**src/rtl/eirq_pkg.sv**
```systemverilog
`timescale 1ns/1ps
// Shared constants for the external interrupt controller: source count,
// field widths, configuration addresses and the priority nibble map.
package eirq_pkg;
    localparam int N_SRC  = 6;
    localparam int PRIO_W = 3;
    localparam int ID_W   = 3;
    localparam int ADDR_W = 3;
    localparam int DATA_W = 8;
    localparam int N_NIB  = 4;

    localparam logic [ID_W-1:0]   NMI_ID   = 3'd7;
    localparam logic [PRIO_W-1:0] NMI_PRIO = 3'd7;

    localparam logic [ADDR_W-1:0] A_EN   = 3'd0;
    localparam logic [ADDR_W-1:0] A_POL  = 3'd1;
    localparam logic [ADDR_W-1:0] A_PRA  = 3'd2;
    localparam logic [ADDR_W-1:0] A_PRB  = 3'd3;
    localparam logic [ADDR_W-1:0] A_XFER = 3'd4;

    // Priority nibble that serves a source: 0,1 private; 2/3 and 4/5 shared.
    function automatic int nib_of(input int s);
        return (s < 2) ? s : (s + 2) / 2;
    endfunction
endpackage

```
**src/rtl/eirq_cfg_regs.sv**
```systemverilog
`timescale 1ns/1ps
// Configuration store: enables, non-maskable polarity, priority nibbles
// and transfer routing. Assumes single-cycle write strobes; only the low
// PRIO_W bits of each nibble are kept.
module eirq_cfg_regs #(
    parameter int N      = eirq_pkg::N_SRC,
    parameter int PW     = eirq_pkg::PRIO_W,
    parameter int AW     = eirq_pkg::ADDR_W,
    parameter int DW     = eirq_pkg::DATA_W,
    parameter int NNIB   = eirq_pkg::N_NIB
) (
    input  logic                 clk,
    input  logic                 rst_n,
    input  logic                 we,
    input  logic [AW-1:0]        addr,
    input  logic [DW-1:0]        wdata,
    output logic [N-1:0]         en,
    output logic                 nmi_rise,
    output logic [N-1:0]         xfer_en,
    output logic [N-1:0][PW-1:0] prio
);
    logic [NNIB-1:0][PW-1:0] nib;

    // Register writes decoded by address.
    always_ff @(posedge clk) begin
        if (!rst_n) begin
            en       <= '0;
            nmi_rise <= 1'b0;
            xfer_en  <= '0;
            nib      <= '0;
        end else if (we) begin
            case (addr)
                eirq_pkg::A_EN:   en       <= wdata[N-1:0];
                eirq_pkg::A_POL:  nmi_rise <= wdata[0];
                eirq_pkg::A_XFER: xfer_en  <= wdata[N-1:0];
                eirq_pkg::A_PRA: begin
                    nib[0] <= wdata[PW-1:0];
                    nib[1] <= wdata[4 +: PW];
                end
                eirq_pkg::A_PRB: begin
                    nib[2] <= wdata[PW-1:0];
                    nib[3] <= wdata[4 +: PW];
                end
                default: ;
            endcase
        end
    end

    // Fan each nibble out to the sources it serves.
    for (genvar i = 0; i < N; i++) begin : g_map
        localparam int NB = eirq_pkg::nib_of(i);
        assign prio[i] = nib[NB];
    end
endmodule

```
**src/rtl/eirq_src.sv**
```systemverilog
`timescale 1ns/1ps
// One maskable source. LEVEL=1: active-low level request, blocked after
// service until the pin returns high. LEVEL=0: falling-edge pending flag,
// set only while enabled, cleared by service; a new edge wins over clear.
// Assumes the pin is synchronous to clk.
module eirq_src #(
    parameter bit LEVEL = 1'b0
) (
    input  logic clk,
    input  logic rst_n,
    input  logic arm,
    input  logic pin_n,
    input  logic en,
    input  logic clr,
    output logic active
);
    if (LEVEL) begin : g_level
        logic hold;
        // Block a served level request until the pin is released.
        always_ff @(posedge clk) begin
            if (!rst_n)     hold <= 1'b0;
            else if (pin_n) hold <= 1'b0;
            else if (clr)   hold <= 1'b1;
        end
        assign active = arm & en & ~pin_n & ~hold;
    end else begin : g_edge
        logic prev;
        logic flag;
        // Track the pin and latch an enabled falling edge.
        always_ff @(posedge clk) begin
            if (!rst_n) begin
                prev <= 1'b1;
                flag <= 1'b0;
            end else begin
                prev <= pin_n;
                if (arm && en && prev && !pin_n) flag <= 1'b1;
                else if (clr)                    flag <= 1'b0;
            end
        end
        assign active = flag;
    end
endmodule

```
**src/rtl/eirq_arbiter.sv**
```systemverilog
`timescale 1ns/1ps
// Combinational selection among maskable sources: only priorities strictly
// above the mask qualify; highest priority wins, lower index breaks ties.
module eirq_arbiter #(
    parameter int N  = eirq_pkg::N_SRC,
    parameter int PW = eirq_pkg::PRIO_W,
    parameter int IW = eirq_pkg::ID_W
) (
    input  logic [N-1:0]         active,
    input  logic [N-1:0][PW-1:0] prio,
    input  logic [PW-1:0]        mask,
    output logic                 win_valid,
    output logic [IW-1:0]        win_id,
    output logic [PW-1:0]        win_prio
);
    // Scan from the highest index so equal priorities fall to the lower one.
    always_comb begin
        win_valid = 1'b0;
        win_id    = '0;
        win_prio  = '0;
        for (int i = N - 1; i >= 0; i--) begin
            if (active[i] && (prio[i] > mask) && (!win_valid || prio[i] >= win_prio)) begin
                win_valid = 1'b1;
                win_id    = IW'(i);
                win_prio  = prio[i];
            end
        end
    end
endmodule

```
**src/rtl/ext_irq_ctrl.sv**
```systemverilog
`timescale 1ns/1ps
// Top of the external interrupt controller. Presents the non-maskable
// request or the arbitrated maskable winner to the CPU, handles acceptance
// and mask update, and dispatches routed sources to the transfer engine.
// Assumes all pins are synchronous to clk.
module ext_irq_ctrl #(
    parameter int N_SRC  = eirq_pkg::N_SRC,
    parameter int PRIO_W = eirq_pkg::PRIO_W,
    parameter int ID_W   = eirq_pkg::ID_W,
    parameter int ADDR_W = eirq_pkg::ADDR_W,
    parameter int DATA_W = eirq_pkg::DATA_W
) (
    input  logic              clk,
    input  logic              rst_n,
    input  logic              nmi_pin,
    input  logic [N_SRC-1:0]  irq_pin_n,
    input  logic              cfg_we,
    input  logic [ADDR_W-1:0] cfg_addr,
    input  logic [DATA_W-1:0] cfg_wdata,
    input  logic              mask_we,
    input  logic [PRIO_W-1:0] mask_wdata,
    input  logic              irq_ack,
    output logic              irq_req,
    output logic [ID_W-1:0]   irq_id,
    output logic [PRIO_W-1:0] irq_prio,
    output logic [ID_W-1:0]   ack_id,
    output logic [PRIO_W-1:0] mask_level,
    output logic [N_SRC-1:0]  xfer_start
);
    localparam logic [N_SRC-1:0] ONE = N_SRC'(1);

    logic [N_SRC-1:0]             en, xfer_en, active, clr;
    logic [N_SRC-1:0][PRIO_W-1:0] prio;
    logic                         nmi_rise, arm, nmi_prev, nmi_pend, nmi_edge;
    logic                         win_valid, take_x, ack_ok;
    logic [ID_W-1:0]              win_id;
    logic [PRIO_W-1:0]            win_prio;
    logic [N_SRC-1:0]             win_oh;

    eirq_cfg_regs #(.N(N_SRC), .PW(PRIO_W), .AW(ADDR_W), .DW(DATA_W)) u_cfg (
        .clk(clk), .rst_n(rst_n), .we(cfg_we), .addr(cfg_addr), .wdata(cfg_wdata),
        .en(en), .nmi_rise(nmi_rise), .xfer_en(xfer_en), .prio(prio)
    );

    for (genvar i = 0; i < N_SRC; i++) begin : g_src
        eirq_src #(.LEVEL(i == 0)) u_src (
            .clk(clk), .rst_n(rst_n), .arm(arm), .pin_n(irq_pin_n[i]),
            .en(en[i]), .clr(clr[i]), .active(active[i])
        );
    end

    eirq_arbiter #(.N(N_SRC), .PW(PRIO_W), .IW(ID_W)) u_arb (
        .active(active), .prio(prio), .mask(mask_level),
        .win_valid(win_valid), .win_id(win_id), .win_prio(win_prio)
    );

    // Presentation to the CPU and acceptance decode.
    always_comb begin
        win_oh   = ONE << win_id;
        take_x   = !nmi_pend && win_valid && xfer_en[win_id];
        irq_req  = nmi_pend || (win_valid && !xfer_en[win_id]);
        irq_id   = nmi_pend ? eirq_pkg::NMI_ID   : win_id;
        irq_prio = nmi_pend ? eirq_pkg::NMI_PRIO : win_prio;
        ack_ok   = irq_ack && irq_req;
        clr      = ((ack_ok && !nmi_pend) || take_x) ? win_oh : '0;
        nmi_edge = arm && (nmi_rise ? (!nmi_prev && nmi_pin) : (nmi_prev && !nmi_pin));
    end

    // Edge arming after reset and non-maskable edge latch (set beats clear).
    always_ff @(posedge clk) begin
        if (!rst_n) begin
            arm      <= 1'b0;
            nmi_prev <= 1'b0;
            nmi_pend <= 1'b0;
        end else begin
            arm      <= 1'b1;
            nmi_prev <= nmi_pin;
            if (nmi_edge)                   nmi_pend <= 1'b1;
            else if (ack_ok && nmi_pend)    nmi_pend <= 1'b0;
        end
    end

    // Mask level, accepted ID and transfer start pulse.
    always_ff @(posedge clk) begin
        if (!rst_n) begin
            mask_level <= '0;
            ack_id     <= '0;
            xfer_start <= '0;
        end else begin
            xfer_start <= take_x ? win_oh : '0;
            if (ack_ok) ack_id <= irq_id;
            if (ack_ok && !nmi_pend) mask_level <= win_prio;
            else if (mask_we)        mask_level <= mask_wdata;
        end
    end
endmodule

```
**config.mk**
```make
export PLATFORM = sky130hd
export DESIGN_NAME = ext_irq_ctrl
export DESIGN_NICKNAME = d
export VERILOG_FILES = /design/src/rtl/eirq_pkg.sv /design/src/rtl/eirq_cfg_regs.sv /design/src/rtl/eirq_src.sv /design/src/rtl/eirq_arbiter.sv /design/src/rtl/ext_irq_ctrl.sv
export SDC_FILE = /design/constraint.sdc
export NUM_CORES = 1
export LEC_CHECK = 0
export BUFFER_PORTS_ARGS = -buffer_cell sky130_fd_sc_hd__buf_2
export CORE_AREA = 2 2 126 67
export CTS_CLUSTER_DIAMETER = 200
export DETAILED_ROUTE_END_ITERATION = 8
export DIE_AREA = 0 0 128 69
export PLACE_DENSITY = 0.56
export RECOVER_POWER = 50
export SLEW_MARGIN = 20
export SYNTH_ARGS = -nofsm -noshare
export SYNTH_HDL_FRONTEND = slang
export SYNTH_SLANG_ARGS = --single-unit
```
**constraint.sdc**
```tcl
create_clock -name clk -period 9.26 [get_ports clk]
set_clock_uncertainty 0.15 [all_clocks]
set_input_delay 1.852 -clock clk [delete_from_list [all_inputs] [get_ports clk]]
set_output_delay 1.852 -clock clk [all_outputs]
set_load 0.05 [all_outputs]
```
==> results by group <==
Worst hold path
  • Worst Hold Class: reg -> reg

Yosys
  • Yosys top cell by area: dfxtp_1
  • Top cell type's share of synthesized area: 33.3%
  • Post-synth EDFFs: 0
  • Synth cell types: 68
  • Ys async rst share: 0%
  • Cell Area, Synth: 3070 µm²
  • Main synth FF type: dfxtp_1
  • Synth Instances: 337
  • Ys Warns: 0
  • Syn_area_per_cell: 9.10 µm²
  • Sequential-to-total area share from yosys stat: 33.3%
  • Top post-synthesis cells by area: dfxtp_1 33%, ha_1 9.4%, mux2i_1 9.1%, nor2_1 5.0%, nand2_1 2.8%
  • Synthesis-stage register bit count: 51
  • Syn nets: 386

Die
  • Die height: 69 µm
  • # IOs: 45
  • Starting Density: 39.8%
  • DIE WIDTH: 128 µm
  • Cell row count: 23
  • Core area: 7710 µm²
  • Die area: 8830 µm²

Global routing
  • First-pass GRT wire length: 14.2 mm
  • Total track usage: 20.8%
  • Total gr overflow: 0
  • Largest net degree at the start of global routing: 32
  • Vias in the first global route: 2,559
  • Initial antenna violation count: 0

Critical path
  • Critical path class: reg -> out
  • Top delay family on crit path: compound AO/OA/AOI/OAI gates
  • CP Max Fanout: 8
  • WP buf/inv: 2
  • Required time worst endpoint: 7.26 ns
  • Crit path DAT: 6.88 ns
  • Max incr delay on CP: 0.37 ns
  • Slowest stage cell, crit path: ha_1
  • CP most frequent cell: ha_1
  • Setup crit start kind: register
  • Crit end category: primary output

Place
  • HPWL reported at the end of detailed placement: 7.02 mm
  • RePlAce Congestion: 0.866
  • IO Port Bufs: 43

STA
  • Final Setup Violations: 0
  • Final Hold Viols: 0
  • Slew Viols, Final: 0
  • Post-layout min period: 8.88 ns
  • Crit share post-route: 95.9%
  • Final setup TNS: 0 ns
  • Rel. slew slack: 34.4%
  • Max Fclk: 0.113 GHz
  • Worst Tran Pin Value: 0.983 ns

Clock tree
  • CTS tree: done
  • Skew-Pair Late Insertion Delay: 0.30 ns
  • CTS Root Cell: clkbuf_16
  • CTS clk-pin slew, worst paths: 0.07 ns
  • CTS Sinks: 51
  • TritonCTS buffer count: 5
  • Worst-case clock buffer depth: 2
  • CTS H-tree depth: 2

Power
  • Max VDD drop: 0.0000884 V
  • Tot Pwr: 484 µW
  • Leak pwr: 0.00156 µW
  • Int Pwr: 351 µW
  • Clock share of power: 39.8%
  • Part of the power in registers: 47.5%
  • Power Dens Cells: 129 nW/µm²
  • Sw power: 132 µW
  • Switching Share: 27.4%
  • Logic pwr share: 12.7%

Detailed routing
  • 1st-pass router iterations: 4
  • Post-route ant nets: 0
  • Routed WL: 8.75 mm
  • First DRT Iteration DRCs: 111
  • Vias per Instance: 5.47
  • Vias: 2,756
  • Residual DRC: 0
  • Drt wl/cell: 17.4 µm

Finish
  • Nets@finish: 452
  • Most frequent cells in the layout: 49 x dfxtp_1, 41 x nor2_1, 30 x buf_2
  • Multi-input logic area: 1970 µm²
  • N_diodes: 0
  • Storage cell area: 1020 µm²
  • Fillers: 769
  • P&R area growth vs syn: 22.0%
  • Most common cell after layout, fill and taps aside: dfxtp_1
  • Final Util: 48.5%
  • Layout cells sized above 1: 25.7%

Outcome
  • Status: completed

Flow run
  • MaxCap Viol Count: 0
kinds of logic (layout without fill, tap and decap cells):
group | count (synthesis) | in the layout | synth area share, %
AOI/OAI and AO/OA | 78 | 78 | 21.8
muxes | 30 | 30 | 9.87
adders and majority gates | 24 | 24 | 9.75
buffers and inverters | 28 | 95 | 4.04
and+or+nand+nor | 126 | 126 | 21.2
DFF | 51 | 51 | 33.3
power groups by stage:
| stage | registers [µW] | logic [µW] | clock network, µW |
|---|---|---|---|
| finish | 230 | 61.5 | 192 |
| CTS | 230 | 59.9 | 197 |
| global placement | 235 | 57.9 | 0 |
| global route | 231 | 68.1 | 206 |
| floorplan | 236 | 37.0 | 0 |
| detailed placement | 235 | 59.4 | 0 |
state kept, by name, indices dropped and copies added (netlist names):
register                  cells
u_cfg.xfer_en                 6
nmi_prev                      1
xfer_start                    6
nmi_pend                      1
g_src.u_src.active            5
u_cfg.prio                   12
g_src.u_src.g_level.hold      1
ack_id                        3
u_cfg.nmi_rise                1
g_src.u_src.g_edge.prev       5
arm                           1
u_cfg.en                      6
mask_level                    3
stage by stage:
step	area (µm²)	setup slack (ns)	hold slack (ns)	std cells
global placement	3530	0.214	0.317	492
detailed placement	3530	0.136	0.322	492
global route	3740	-0.0241	0.367	504
CTS	3700	0.0588	0.337	502
floorplan	3070	0.0380	0.296	337
finish	3740	0.379	0.336	504
worst reg2reg max path: cells and delay by family, from the launching register on:
| family | cells | cell delay, ns |
|---|---|---|
| adder cells (fa/ha/maj) | 6 | 1.72 |
| AO/OA/AOI/OAI | 16 | 2.93 |
| buffers and inverters | 2 | 0.27 |
| AND/OR/NAND/NOR | 9 | 1.69 |
| multiplexers | 1 | 0.21 |
| flip-flops | 1 | 0.35 |
worst paths after layout:
| path | cells past startpoint | endpoint | startpoint | slack, ns |
|---|---|---|---|---|
| worst min register to register | 2 | g_src[3].u_src.active | g_src[3].u_src.g_edge.prev | 0.34 |
| worst max register to register | 34 | mask_level[0] | mask_level[2] | 1.89 |
| worst min-delay path | 2 | g_src[3].u_src.active | g_src[3].u_src.g_edge.prev | 0.34 |
| worst max-delay path | 33 | irq_req | mask_level[2] | 0.38 |
layer usage:
layer	GRT usage (%)	vias up	wire (µm)	share of wire, %
met1	33.4	1302	4950	57
met3	6.29	4	575	6.6
li1	-	1371	-	-
met5	0	-	0	0
met4	3.30	0	30	0.34
met2	26.7	79	3200	37
synth_stat cells, types with 2 or more instances:
library cell	n
buf_6	2
a22oi_1	2
nand4b_1	3
nor2b_1	3
dfxtp_1	51
a21oi_2	3
o21ai_0	11
nor3b_1	4
inv_1	17
and3_1	5
o21a_1	2
a41oi_1	2
o2111a_1	2
a31oi_1	3
nor3_1	10
and2_1	3
clkbuf_1	8
o311ai_0	2
o2111ai_1	2
o211ai_2	2
mux2i_1	28
nand3_1	8
nand2b_1	13
a21o_1	5
nand2_1	23
a21oi_1	11
a221oi_1	2
nor2_1	41
o211ai_1	4
ha_1	23
or2_2	2
a311oi_2	2
o221a_1	2
or3b_1	2
area by class of cell:
type	count	share of cell area, %
well taps	100	3.34
inverters	17	1.70
clock inverters	3	0.735
flip-flops and latches	51	27.3
repair buffers	70	10.9
clock buffers	5	3.34
multi-input cells	258	52.6
repair_timing:
action | in CTS | in global routing
hold buffers | 0 | 0
resized for setup | 2 | 10
setup buffers | 2 | 2
pin swaps | 1 | 2
endpoints found under the setup margin | 5 | 7
gates cloned | 0 | 0
No activity file was read; power rests on OpenSTA's default activity.
